`src/rtl/fss_pkg.sv`:
```
package fss_pkg;

    typedef enum logic [0:0] {
        S_HUNT = 1'b0,
        S_LOCK = 1'b1
    } fss_state_e;

endpackage

```
`src/rtl/fss_ctl.sv`:
```
module fss_ctl
    import fss_pkg::*;
(
    input  logic clk,
    input  logic rst_n,
    input  logic scr_en,
    input  logic seed,
    input  logic run,
    input  logic bypass,
    output logic load,
    output logic adv,
    output logic apply,
    output logic locked
);

    fss_state_e state_q;
    fss_state_e state_d;

    // next-state logic
    always_comb begin
        state_d = state_q;
        unique case (state_q)
            S_HUNT: if (seed) state_d = S_LOCK;   // HUNT_TO_LOCK
            S_LOCK: state_d = S_LOCK;             // LOCK_RESEED / LOCK_STAY
            default: state_d = S_HUNT;
        endcase
    end

    // state register
    always_ff @(posedge clk) begin
        if (!rst_n) state_q <= S_HUNT;
        else        state_q <= state_d;
    end

    // outputs
    always_comb begin
        load   = seed;
        adv    = 1'b0;
        locked = 1'b0;
        unique case (state_q)
            S_HUNT: begin
                adv    = 1'b0;
                locked = 1'b0;
            end
            S_LOCK: begin
                adv    = run & ~seed;
                locked = 1'b1;
            end
            default: begin
                adv    = 1'b0;
                locked = 1'b0;
            end
        endcase
        apply = scr_en & ~bypass & (seed | adv);
    end


    bypass_plain_chk: assert property (@(posedge clk) disable iff (!rst_n)
        bypass |-> !apply);


    disable_plain_chk: assert property (@(posedge clk) disable iff (!rst_n)
        !scr_en |-> !apply);


    hunt_plain_chk: assert property (@(posedge clk) disable iff (!rst_n)
        (!locked && !seed) |-> (!apply && !adv));


    lock_sticky_chk: assert property (@(posedge clk) disable iff (!rst_n)
        locked |=> locked);

endmodule

```
`src/rtl/fss_keygen.sv`:
```
module fss_keygen #(
    parameter int LEN             = 7,
    parameter int TAP             = 6,
    parameter int W               = 8,
    parameter logic [LEN-1:0] SEED = '1
) (
    input  logic         clk,
    input  logic         rst_n,
    input  logic         load,
    input  logic         adv,
    output logic [W-1:0] ks
);

    logic [LEN-1:0] state_q;
    logic [LEN-1:0] chain [W+1];

    assign chain[0] = load ? SEED : state_q;

    // one generator step per bit; the first output goes to the top data bit
    for (genvar i = 0; i < W; i++) begin : g_step
        assign ks[W-1-i]  = chain[i][LEN-1];
        assign chain[i+1] = {chain[i][LEN-2:0], chain[i][LEN-1] ^ chain[i][TAP-1]};
    end

    always_ff @(posedge clk) begin
        if (!rst_n)            state_q <= SEED;
        else if (load || adv)  state_q <= chain[W];
    end


    hold_state_chk: assert property (@(posedge clk) disable iff (!rst_n)
        (!load && !adv) |=> $stable(state_q));


    no_lockup_chk: assert property (@(posedge clk) disable iff (!rst_n)
        state_q != '0);

endmodule

```
`src/rtl/fss_mix.sv`:
```
module fss_mix #(
    parameter int W = 8
) (
    input  logic         clk,
    input  logic         rst_n,
    input  logic         apply,
    input  logic [W-1:0] din,
    input  logic [W-1:0] ks,
    output logic [W-1:0] dout
);

    always_ff @(posedge clk) begin
        if (!rst_n) dout <= '0;
        else        dout <= din ^ (apply ? ks : '0);
    end


    plain_latency_chk: assert property (@(posedge clk) disable iff (!rst_n)
        !apply |=> (dout == $past(din)));

endmodule

```
`src/rtl/fss_scrambler.sv`:
```
module fss_scrambler #(
    parameter int BYTE_W  = 8,
    parameter int GEN_LEN = 7,
    parameter int GEN_TAP = 6
) (
    input  logic              clk,
    input  logic              rst_n,
    input  logic              scr_en,
    input  logic              frm_seed,
    input  logic              frm_run,
    input  logic              frm_bypass,
    input  logic [BYTE_W-1:0] din,
    output logic [BYTE_W-1:0] dout
);

    localparam logic [GEN_LEN-1:0] GEN_SEED = '1;

    logic              load;
    logic              adv;
    logic              apply;
    logic              locked;
    logic [BYTE_W-1:0] ks;

    fss_ctl u_ctl (
        .clk    (clk),
        .rst_n  (rst_n),
        .scr_en (scr_en),
        .seed   (frm_seed),
        .run    (frm_run),
        .bypass (frm_bypass),
        .load   (load),
        .adv    (adv),
        .apply  (apply),
        .locked (locked)
    );

    fss_keygen #(
        .LEN  (GEN_LEN),
        .TAP  (GEN_TAP),
        .W    (BYTE_W),
        .SEED (GEN_SEED)
    ) u_keygen (
        .clk   (clk),
        .rst_n (rst_n),
        .load  (load),
        .adv   (adv),
        .ks    (ks)
    );

    fss_mix #(
        .W (BYTE_W)
    ) u_mix (
        .clk   (clk),
        .rst_n (rst_n),
        .apply (apply),
        .din   (din),
        .ks    (ks),
        .dout  (dout)
    );


    hunt_pass_chk: assert property (@(posedge clk) disable iff (!rst_n)
        (!locked && !frm_seed) |=> (dout == $past(din)));

endmodule

```
`config.mk`:
```
export PLATFORM = sky130hd
export DESIGN_NAME = fss_scrambler
export DESIGN_NICKNAME = d
export VERILOG_FILES = /design/src/rtl/fss_pkg.sv /design/src/rtl/fss_ctl.sv /design/src/rtl/fss_keygen.sv /design/src/rtl/fss_mix.sv /design/src/rtl/fss_scrambler.sv
export SDC_FILE = /design/constraint.sdc
export NUM_CORES = 1
export LEC_CHECK = 0
export BUFFER_PORTS_ARGS = -buffer_cell sky130_fd_sc_hd__buf_2
export CAP_MARGIN = 20
export CORE_UTILIZATION = 45
export DETAILED_ROUTE_END_ITERATION = 16
export GPL_TIMING_DRIVEN = 0
export MAX_ROUTING_LAYER = met4
export PLACE_DENSITY = 0.77
export SKIP_CTS_REPAIR_TIMING = 1
export SLEW_MARGIN = 20
export SYNTH_ARGS = -nofsm -noshare
export SYNTH_HDL_FRONTEND = slang
export SYNTH_HIERARCHICAL = 1
export SYNTH_SLANG_ARGS = --single-unit
export TNS_END_PERCENT = 100
```
`constraint.sdc`:
```
create_clock -name clk -period 1.2 [get_ports clk]
set_input_delay 0.12 -clock clk [delete_from_list [all_inputs] [get_ports clk]]
set_output_delay 0.12 -clock clk [all_outputs]
set_load 0.005 [all_outputs]
```
==> impl_metrics.csv <==
group,metric,value,unit
synth,postSynthCellCount,97,
detailed_routing,postRouteAntennaNets,0,
synth,synth_edf_count,0,
grt,global_route.usage.total,0.172,
critical_path,end_kind,"flip-flop",
finish,final_design_area_no_fill,0.00108,mm2
synth,synth.avg_cell_area,8.95,um2
power_and_ir_drop,cellLeakagePower,0.527,nW
worst_hold_path,timing.hold.worst.class,"primary input to flip-flop",
clock_tree,cts.htree.levels,1,
floorplanning,fp-row-count,15,
synth,synth_top_flop_cell,"dfxtp_1",
timing,max_slew_margin,0.776,
synth,synth_top_area_share,0.369,
grt,number_of_antenna_violations_at_the_first_check_in_global_routing,0,
synth,yosys.area.top_type,"dfxtp_1",
floorplanning,die_y,45.9,um
synth,synth_seq_area_share,0.369,
finish,layout.cells.non_filler,148,
critical_path,worst-path-buf-inv,0,
critical_path,timing.critical_path.fanout_max,4,
floorplanning,starting_utilization_of_the_core_area,0.492,
critical_path,worst-endpoint-arrival,1.35,ns
floorplanning,floorplan.die_area,0.00211,mm2
grt,grt_start_max_net_pins,16,
timing,finalCritPeriodShare,0.986,
floorplanning,ioPinCount,22,
detailed_routing,drt-pass1-iter-count,4,
detailed_routing,routed_wirelength,1.59,mm
synth,synthTopCellsByCount,"nand2_1 (17), dfxtp_1 (16), mux2i_1 (14)",
finish,num-fill-cells,170,
timing,rsz0062_at_grt,"yes",
placed_design,dpl_cell_area,0.00100,mm2
finish,areaGrowthSynthToFinish,24.6,%
critical_path,critical-path-top-delay-family,"flip-flops",
floorplanning,placeableCoreArea,0.00176,mm2
finish,antenna_cells,0,
detailed_routing,drc,0,
finish,drive_gt1_frac,0.415,
synth,post-synth-top-count-cell,"nand2_1",
timing,worst_slew_pin_slew,0.336,ns
timing,postLayoutSetupSlackWorst,0.0170,ns
clock_tree,clk_latency,0.28,ns
timing,final_number_of_setup_violating_endpoints,0,
run,timing.max_cap.violations,0,
floorplanning,die-width,45.9,um
clock_tree,path_clk_slew,0.09,ns
placed_design,port-buffer-count,21,
timing,timing.setup.tns,0,ns
timing,report.final.hold_viol_count,0,
synth,synth_area,868,um2
detailed_routing,routed-via-count,678,
detailed_routing,drt-wirelength-per-cell,10.8,um
grt,routing_usage_on_met1,0.207,
synth,synth_seq_cells,16,
placed_design,gpl.final_weighted_congestion,0.743,
finish,finalNetCount,138,
timing,maxClockFrequency,845,MHz
power_and_ir_drop,power_per_unit_of_standard_cell_area,1080,mW/mm2
synth,postSynthNetCount,111,
grt,globalRoute.busiestLayer,"met2",
status,run_status,"finished, final reports clean",
timing,final.min_clock_period,1.18,ns
clock_tree,clock_path_buffers,2,
synth,count_of_different_cell_masters_after_synthesis,21,
placed_design,post-place-cells,143,
grt,gr-total-overflow,0,
critical_path,max_stage_delay_cell_worst_path,"dfxtp_1",
grt,grtUsageMet3,0.0357,
grt,grt_pass1_wl,2.52,mm
grt,global_route.usage.met2,0.285,
detailed_routing,initialDrtViolationCount,7,
critical_path,crit_path_max_incr_delay,0.43,ns
grt,number_of_global_route_vias_before_repair,569,
clock_tree,clk_root_buffer_cell,"clkbuf_4",
critical_path,critical_path_start_end_classification,"flip-flop to flip-flop",
clock_tree,cts_inserted_buffers,3,
synth,postSynth.asyncResetShare,0,
power_and_ir_drop,vdd.ir_drop.worst,764,uV
timing,maxSlewViolCount,0,
critical_path,worst_ep_required_time,1.37,ns
timing,hold_ws,0.0830,ns
synth,synthTopCellsByArea,"dfxtp_1 (37%), mux2i_1 (16%), buf_4 (8.6%)",
timing,timing.clock.skew,0.00279,ns
clock_tree,tritoncts_num_sinks,16,
clock_tree,clock_tree_from_tritoncts,"yes",
synth,synth-warning-count,6,
placed_design,dp_worst_setup_slack,-0.154,ns
critical_path,timing.critical_path.from_type,"flip-flop",
detailed_routing,route.detailed.vias_per_inst,4.58,
critical_path,crit_path_cell_trace,"xnor2_2 -> xnor2_1 -> a2111o_1",
-- registers in the layout (all words and copies together) (netlist names) --
signal            cells
u_keygen/state_q      7
u_mix/dout            8
u_ctl/state_q         1
-- metrics by stage --
| stage | power, mW | utilization |
|---|---|---|
| floorplan | 0.746 | - |
| global route | 1.24 | 0.613 |
| CTS | 1.17 | 0.590 |
| finish | 1.17 | 0.613 |
| global placement | 0.807 | 0.570 |
| detailed placement | 0.818 | 0.570 |
-- logic make-up (layout without fill, tap and decap cells) --
kind of cell    Yosys count  after routing  share of synthesized area
simple gates             36             36                      0.220
buf+inv                  14             40                      0.107
xor+xnor                  8              8                     0.0807
compound gates            9              9                     0.0619
flops                    16             16                      0.369
mux                      14             14                      0.161
-- per-layer routing --
| layer | part of all wire | vias up |
|---|---|---|
| met5 | 0 | - |
| met4 | 0.0082 | 0 |
| met2 | 0.51 | 13 |
| met3 | 0.026 | 2 |
| met1 | 0.45 | 304 |
| li1 | - | 359 |
-- worst paths after layout --
| path | startpoint | endpoint | slack [ns] | cells after the start |
|---|---|---|---|---|
| worst max-delay path | u_keygen/state_q[5] | u_keygen/state_q[1] | 0.02 | 3 |
| worst min-delay path | frm_seed | u_ctl/state_q | 0.08 | 2 |
| worst max register to register | u_keygen/state_q[5] | u_keygen/state_q[1] | 0.02 | 3 |
| worst min register to register | u_ctl/state_q | u_ctl/state_q | 0.49 | 1 |
-- layout by cell type (no fill, tap or decap) --
cell type and count:
o21a_1 1, dfxtp_2 5, buf_6 2, a21oi_1 1, a2111o_1 1, nand2b_1 2, o21ai_1 3, buf_4 10
mux2i_1 14, xor2_1 6, dfxtp_1 11, buf_2 21, or2_1 2, nor2_1 2, inv_1 1, o21ai_0 3
clkbuf_1 1, clkbuf_4 4, nor2b_4 1, or2_2 5, nor3b_2 1, or2b_1 6, xnor2_2 1, nand2_1 17
clkbuf_8 1, xnor2_1 1
-- final cells by class --
cell class / count / area (um2) / share of cell area
timing repair buffer: 22 / 116 / 0.108
inverter: 1 / 3.75 / 0.00347
sequential: 16 / 327 / 0.302
multi-input combinational: 67 / 470 / 0.435
clock buffer: 4 / 36.3 / 0.0335
buffer: 13 / 97.6 / 0.0902
tap: 25 / 31.3 / 0.0289
-- report_power, final --
| group | switching, mW | internal (mW) |
|---|---|---|
| Sequential | 0.0304 | 0.571 |
| Clock | 0.166 | 0.184 |
| Combinational | 0.0915 | 0.126 |
-- worst register-to-register path: cells and delay by family, from the launching register on --
family	cells	cell delay, ns
xor+xnor	2	0.24
compound gates	1	0.40
flops	1	0.43
No activity file was read; power rests on OpenSTA's default activity.
